`src/rtl/raid5_pkg.sv`:
```
// Shared types for the RAID-5 stripe engine.
package raid5_pkg;

    // Controller phases.
    typedef enum logic [1:0] {
        ST_IDLE,
        ST_READ,
        ST_WRITE
    } eng_state_t;

    // Kinds of logical request.
    typedef enum logic [1:0] {
        OP_READ,
        OP_SMALL,
        OP_FULL
    } eng_op_t;

endpackage

```
`src/rtl/raid5_map.sv`:
```
// Maps a logical block number to a stripe row, a data disk and a parity disk.
// Parity rotates downward from the last disk one step per row.
// Assumes NDISK >= 3. Purely combinational.
module raid5_map #(
    parameter int NDISK  = 5,
    parameter int LBA_W  = 18,
    parameter int ROW_W  = 16,
    parameter int DISK_W = 3
) (
    input  logic [LBA_W-1:0]  lba,
    output logic [ROW_W-1:0]  row,
    output logic [DISK_W-1:0] ddisk,
    output logic [DISK_W-1:0] pdisk
);
    localparam int NDATA = NDISK - 1;
    localparam int POS_W = (NDATA > 1) ? $clog2(NDATA) : 1;

    logic [POS_W-1:0] pos;
    logic [ROW_W-1:0] rmod;

    // Row and position within the row.
    assign row  = ROW_W'(lba / LBA_W'(NDATA));
    assign pos  = POS_W'(lba % LBA_W'(NDATA));

    // Rotating parity disk.
    assign rmod  = row % ROW_W'(NDISK);
    assign pdisk = DISK_W'(NDISK - 1) - DISK_W'(rmod);

    // Data disks skip over the parity disk.
    assign ddisk = (DISK_W'(pos) < pdisk) ? DISK_W'(pos) : DISK_W'(pos) + DISK_W'(1);
endmodule

```
`src/rtl/raid5_xor.sv`:
```
// Bitwise XOR of N words packed side by side. Purely combinational.
module raid5_xor #(
    parameter int W = 32,
    parameter int N = 4
) (
    input  logic [N*W-1:0] in_flat,
    output logic [W-1:0]   out
);
    // Fold every word into the result.
    always_comb begin
        out = '0;
        for (int i = 0; i < N; i++) begin
            out = out ^ in_flat[i*W +: W];
        end
    end
endmodule

```
`src/rtl/raid5_stripe_engine.sv`:
```
// RAID-5 stripe engine. It accepts one logical read, single-block write or
// full-stripe write when idle, and drives per-disk commands. Each command is
// held until that disk's done pulse. A single-block write reads old data and
// old parity, then writes both. Assumes each disk pulses done once per command.
module raid5_stripe_engine
    import raid5_pkg::*;
#(
    parameter int DATA_W = 32,
    parameter int NDISK  = 5,
    parameter int LBA_W  = 18,
    parameter int ROW_W  = 16
) (
    input  logic                      clk,
    input  logic                      rst_n,
    input  logic                      req_valid,
    input  logic                      req_write,
    input  logic                      req_full,
    input  logic [LBA_W-1:0]          req_lba,
    input  logic [DATA_W-1:0]         req_wdata,
    input  logic [(NDISK-1)*DATA_W-1:0] req_stripe,
    output logic                      req_ready,
    output logic                      rsp_done,
    output logic [DATA_W-1:0]         rsp_rdata,
    output logic [NDISK-1:0]          dsk_valid,
    output logic [NDISK-1:0]          dsk_write,
    output logic [NDISK*ROW_W-1:0]    dsk_row,
    output logic [NDISK*DATA_W-1:0]   dsk_wdata,
    input  logic [NDISK-1:0]          dsk_done,
    input  logic [NDISK*DATA_W-1:0]   dsk_rdata
);
    localparam int NDATA  = NDISK - 1;
    localparam int DISK_W = $clog2(NDISK);

    eng_state_t        st_q;
    eng_op_t           op_q;
    logic [ROW_W-1:0]  row_q;
    logic [DISK_W-1:0] dd_q, pd_q;
    logic [DATA_W-1:0] new_q, old_d_q, old_p_q;
    logic [NDISK-1:0]  dv_q, dw_q;
    logic [DATA_W-1:0] wd_q   [NDISK];
    logic [DATA_W-1:0] rd_w   [NDISK];
    logic [DATA_W-1:0] full_wd[NDISK];

    logic [ROW_W-1:0]  m_row;
    logic [DISK_W-1:0] m_dd, m_pd;
    logic [DATA_W-1:0] full_par, small_par, old_d_now, old_p_now;
    logic [NDISK-1:0]  pend_left;

    raid5_map #(.NDISK(NDISK), .LBA_W(LBA_W), .ROW_W(ROW_W), .DISK_W(DISK_W)) u_map (
        .lba(req_lba), .row(m_row), .ddisk(m_dd), .pdisk(m_pd)
    );

    raid5_xor #(.W(DATA_W), .N(NDATA)) u_full_xor (
        .in_flat(req_stripe), .out(full_par)
    );

    raid5_xor #(.W(DATA_W), .N(3)) u_small_xor (
        .in_flat({old_p_now, old_d_now, new_q}), .out(small_par)
    );

    // Per-disk unpacking of read data, packing of outputs, full-stripe placement.
    for (genvar d = 0; d < NDISK; d++) begin : g_disk
        logic [DISK_W-1:0] slot;
        assign rd_w[d] = dsk_rdata[d*DATA_W +: DATA_W];
        assign dsk_wdata[d*DATA_W +: DATA_W] = wd_q[d];
        assign dsk_row[d*ROW_W +: ROW_W] = row_q;
        // Choose the stripe slot (or parity) that lands on disk d.
        always_comb begin
            slot = (DISK_W'(d) < m_pd) ? DISK_W'(d) : DISK_W'(d) - DISK_W'(1);
            full_wd[d] = (DISK_W'(d) == m_pd) ? full_par : req_stripe[slot*DATA_W +: DATA_W];
        end
    end

    // Old words, taking a same-cycle completion into account.
    assign old_d_now = dsk_done[dd_q] ? rd_w[dd_q] : old_d_q;
    assign old_p_now = dsk_done[pd_q] ? rd_w[pd_q] : old_p_q;
    assign pend_left = dv_q & ~dsk_done;

    assign req_ready = (st_q == ST_IDLE);
    assign dsk_valid = dv_q;
    assign dsk_write = dw_q;

    // Request sequencing, disk command issue and completion.
    always_ff @(posedge clk) begin
        if (!rst_n) begin
            st_q      <= ST_IDLE;
            op_q      <= OP_READ;
            row_q     <= '0;
            dd_q      <= '0;
            pd_q      <= '0;
            new_q     <= '0;
            old_d_q   <= '0;
            old_p_q   <= '0;
            dv_q      <= '0;
            dw_q      <= '0;
            rsp_done  <= 1'b0;
            rsp_rdata <= '0;
            for (int d = 0; d < NDISK; d++) wd_q[d] <= '0;
        end else begin
            rsp_done <= 1'b0;
            dv_q     <= pend_left;
            if (st_q == ST_READ) begin
                old_d_q <= old_d_now;
                old_p_q <= old_p_now;
            end
            case (st_q)
                ST_IDLE: begin
                    if (req_valid) begin
                        row_q <= m_row;
                        dd_q  <= m_dd;
                        pd_q  <= m_pd;
                        new_q <= req_wdata;
                        if (req_write && req_full) begin
                            op_q <= OP_FULL;
                            dv_q <= '1;
                            dw_q <= '1;
                            for (int d = 0; d < NDISK; d++) wd_q[d] <= full_wd[d];
                            st_q <= ST_WRITE;
                        end else begin
                            op_q       <= req_write ? OP_SMALL : OP_READ;
                            dw_q       <= '0;
                            dv_q[m_dd] <= 1'b1;
                            if (req_write) dv_q[m_pd] <= 1'b1;
                            st_q       <= ST_READ;
                        end
                    end
                end
                ST_READ: begin
                    if (pend_left == '0) begin
                        if (op_q == OP_READ) begin
                            rsp_rdata <= old_d_now;
                            rsp_done  <= 1'b1;
                            st_q      <= ST_IDLE;
                        end else begin
                            dw_q       <= '1;
                            dv_q[dd_q] <= 1'b1;
                            dv_q[pd_q] <= 1'b1;
                            wd_q[dd_q] <= new_q;
                            wd_q[pd_q] <= small_par;
                            st_q       <= ST_WRITE;
                        end
                    end
                end
                ST_WRITE: begin
                    if (pend_left == '0) begin
                        rsp_done <= 1'b1;
                        st_q     <= ST_IDLE;
                    end
                end
                default: st_q <= ST_IDLE;
            endcase
        end
    end
endmodule

```
`config.mk`:
```
export PLATFORM = sky130hd
export DESIGN_NAME = raid5_stripe_engine
export DESIGN_NICKNAME = d
export VERILOG_FILES = /design/src/rtl/raid5_pkg.sv /design/src/rtl/raid5_map.sv /design/src/rtl/raid5_xor.sv /design/src/rtl/raid5_stripe_engine.sv
export SDC_FILE = /design/constraint.sdc
export NUM_CORES = 1
export LEC_CHECK = 0
export ABC_AREA = 1
export BUFFER_PORTS_ARGS = -buffer_cell sky130_fd_sc_hd__buf_2
export CELL_PAD_IN_SITES_DETAIL_PLACEMENT = 0
export CELL_PAD_IN_SITES_GLOBAL_PLACEMENT = 1
export CORE_ASPECT_RATIO = 1.75
export CORE_UTILIZATION = 30
export DETAILED_ROUTE_END_ITERATION = 10
export GPL_ROUTABILITY_DRIVEN = 0
export GPL_TIMING_DRIVEN = 1
export PLACE_DENSITY = 0.78
export SETUP_SLACK_MARGIN = 0.15
export SYNTH_ARGS = -nofsm -noshare
export SYNTH_HDL_FRONTEND = slang
export SYNTH_SLANG_ARGS = --single-unit
```
`constraint.sdc`:
```
create_clock -name clk -period 9.3 [get_ports clk]
set_input_delay 0.465 -clock clk [delete_from_list [all_inputs] [get_ports clk]]
set_output_delay 0.465 -clock clk [all_outputs]
set_load 0.02 [all_outputs]
```
==> results.tsv <==
stage	metric	value	unit
outcome	status	completed	
routing	drtIter0Drc	2191	
synth	synth_top_family_by_area	compound AO/OA/AOI/OAI gates	
layout	final_nets	4038	
clocking	root_buffer	clkbuf_16	
floorplan	die_w	211	um
synth	synthMuxAreaShare	0.0438	%
floorplan	rows	133	
sta	clock_skew	0.0273	ns
floorplan	core_area	0.0752	mm2
synth	synth_common_cells	a21oi_1 (430), nand2_1 (414), nor2_1 (389)	
synth	synth_edf_count	160	
global_routing	grt_max_degree	92	
place	pre_cts_slack	0.754	ns
clocking	postCtsSetupBuffers	0	
synth	yosysWarnings	0	
global_routing	antenna_found_initial	32	
routing	drt_drc_violations_left	0	
clocking	cts.repair.resized	0	
clocking	cts.htree.levels	2	
layout	drive_above_1_share	23.6	%
critical_path	r2r_slack	4.29	ns
routing	vias	25300	
place	hpwl	84200	um
sta	setup_slack	1.32	ns
synth	synthArstFlopShare	0	%
synth	yosys.area_share.simple	17.4	%
synth	yosysUniqueCellTypes	48	
sta	period_share	85.8	%
critical_path	crit_top_cell	nand2_2	
routing	wl_per_cell	24.5	um
sta	maxSlewViolCount	0	
synth	synth_compound_area_share	27.6	%
synth	synth_area	0.0229	mm2
global_routing	grt_pass1_wl	164000	um
sta	finalSetupTns	0	ns
layout	synthToLayoutAreaGrowth	20.8	%
place	dp.cells	4653	
sta	maxSlewHeadroom	19.5	%
sta	final_hold_viol_count	0	
clocking	cts_max_path_buffers	3	
synth	seq_area_frac_synth	35.1	%
floorplan	dieHeight	367	um
sta	rsz0062_at_grt	no	
routing	dr.pass1.iters	6	
global_routing	overflow	0	
synth	synth_top_area_share	21.0	%
synth	synth.most_common_cell	a21oi_1	
critical_path	startpoint_type	input port	
synth	synth_fa_ha_area_share	0.547	%
synth	synth_seq_cells	321	
synth	yosys.area.top_type	edfxtp_1	
clocking	path_clk_slew	0.06	ns
routing	antenna_left	0	
clocking	hold_buffers	0	
synth	synthTopCellsByArea	edfxtp_1 (21%), dfxtp_1 (14%), a21oi_1 (9.4%), nand2_1 (6.8%), nor2_1 (6.4%)	
sta	tightestPinTransition	1.20	ns
synth	synth_nets	3615	
synth	synth_xor_xnor_area_share	6.13	%
routing	wl	116000	um
synth	avgSynthCellArea	7.02	um2
critical_path	slowest_delay	0.55	ns
clocking	clk-insertion-delay-late	0.58	ns
floorplan	dieArea	0.0774	mm2
global_routing	track_usage	29.0	%
sta	setup_violations	0	
job	max_cap_violations	0	
sta	max_freq	125	MHz
floorplan	io-pin-count	632	
hold_path	hold_class	in2reg	
place	port_buffers	631	
sta	period_needed	7.98	ns
critical_path	critical_path_arrival	8.29	ns
critical_path	crit_required	9.61	ns
critical_path	criticalPathCategory	in2reg	
critical_path	crit_path_end_kind	flip-flop	
routing	viasPerCell	5.35	
critical_path	cpMaxStageDelayCell	buf_4	
synth	syn_inst	3257	
floorplan	start_util	30.4	%
layout	final_cells	4730	
critical_path	path_max_fanout	64	
clocking	cts_sinks	321	
clocking	numCtsBuffers	37	
global_routing	grt_pass1_vias	24100	
clocking	cts_tree	built	
synth	yosys_most_used_dff	dfxtp_1	
[layer usage]
| metal | GRT usage [%] | wire (um) |
|---|---|---|
| met1 | 33.9 | 44200 |
| met2 | 48.8 | 54900 |
| met3 | 5.60 | 9390 |
| met4 | 17.4 | 7070 |
| met5 | 0 | 151 |
[cell type report]
| type | instances | area (um2) |
|---|---|---|
| tap | 1012 | 1270 |
| inverter | 408 | 1540 |
| timing repair buffer | 687 | 3600 |
| fill | 8249 | 47600 |
| sequential | 321 | 8030 |
| clock inverter | 12 | 92.6 |
| antenna | 12 | 30.0 |
| multi-input combinational | 2225 | 12000 |
| clock buffer | 53 | 1090 |
[worst paths after layout]
kind	start	to	depth (start not counted)
worst max-delay path	req_lba[16]	wd_q[2][23]	67
worst min-delay path	req_wdata[8]	new_q[8]	3
worst max register to register	dd_q[2]	wd_q[0][7]	13
worst min register to register	op_q[1]	op_q[1]	2
[flip-flops by register name (all words and copies together) (netlist names)]
signal / flops
dsk_valid: 5
rsp_rdata: 32
old_d_q: 32
old_p_q: 32
row_q: 16
rsp_done: 1
new_q: 32
dd_q: 3
op_q: 2
dsk_write: 1
wd_q: 160
st_q: 2
pd_q: 3
[cell usage in the layout (no fill, tap or decap), drive strengths merged, types with 86 or more instances in the layout]
master  instances
buf           687
nand2         455
a21oi         431
inv           406
nor2          395
o21ai         365
dfxtp         161
edfxtp        160
xor2          126
nand3          91
o211ai         86
[per-stage QoR]
step | area (um2) | hold WS [ns] | util, %
finish | 27600 | 0.153 | 36.8
global route | 27600 | 0.165 | 36.7
CTS | 27600 | 0.117 | 36.7
detailed placement | 26400 | 0.472 | 35.1
global placement | 26400 | 0.466 | 35.1
floorplan | 22900 | 0.450 | -
[logic make-up after synthesis]
family | after synthesis
XOR/XNOR | 160
flip-flops | 321
AO/OA/AOI/OAI | 1094
AND/OR/NAND/NOR | 960
buffers and inverters | 711
multiplexers | 1
adder cells (fa/ha/maj) | 10
[critical path: cells and delay by family]
kind	cells	cell delay, ns
simple gates	48	4.34
buf+inv	10	1.30
fa+ha+maj	3	0.90
compound gates	5	0.79
mux	1	0.37
Power is left out: the tool's default activity adds up to more than one toggle a clock period on the data nets, which glitch-free logic cannot reach.
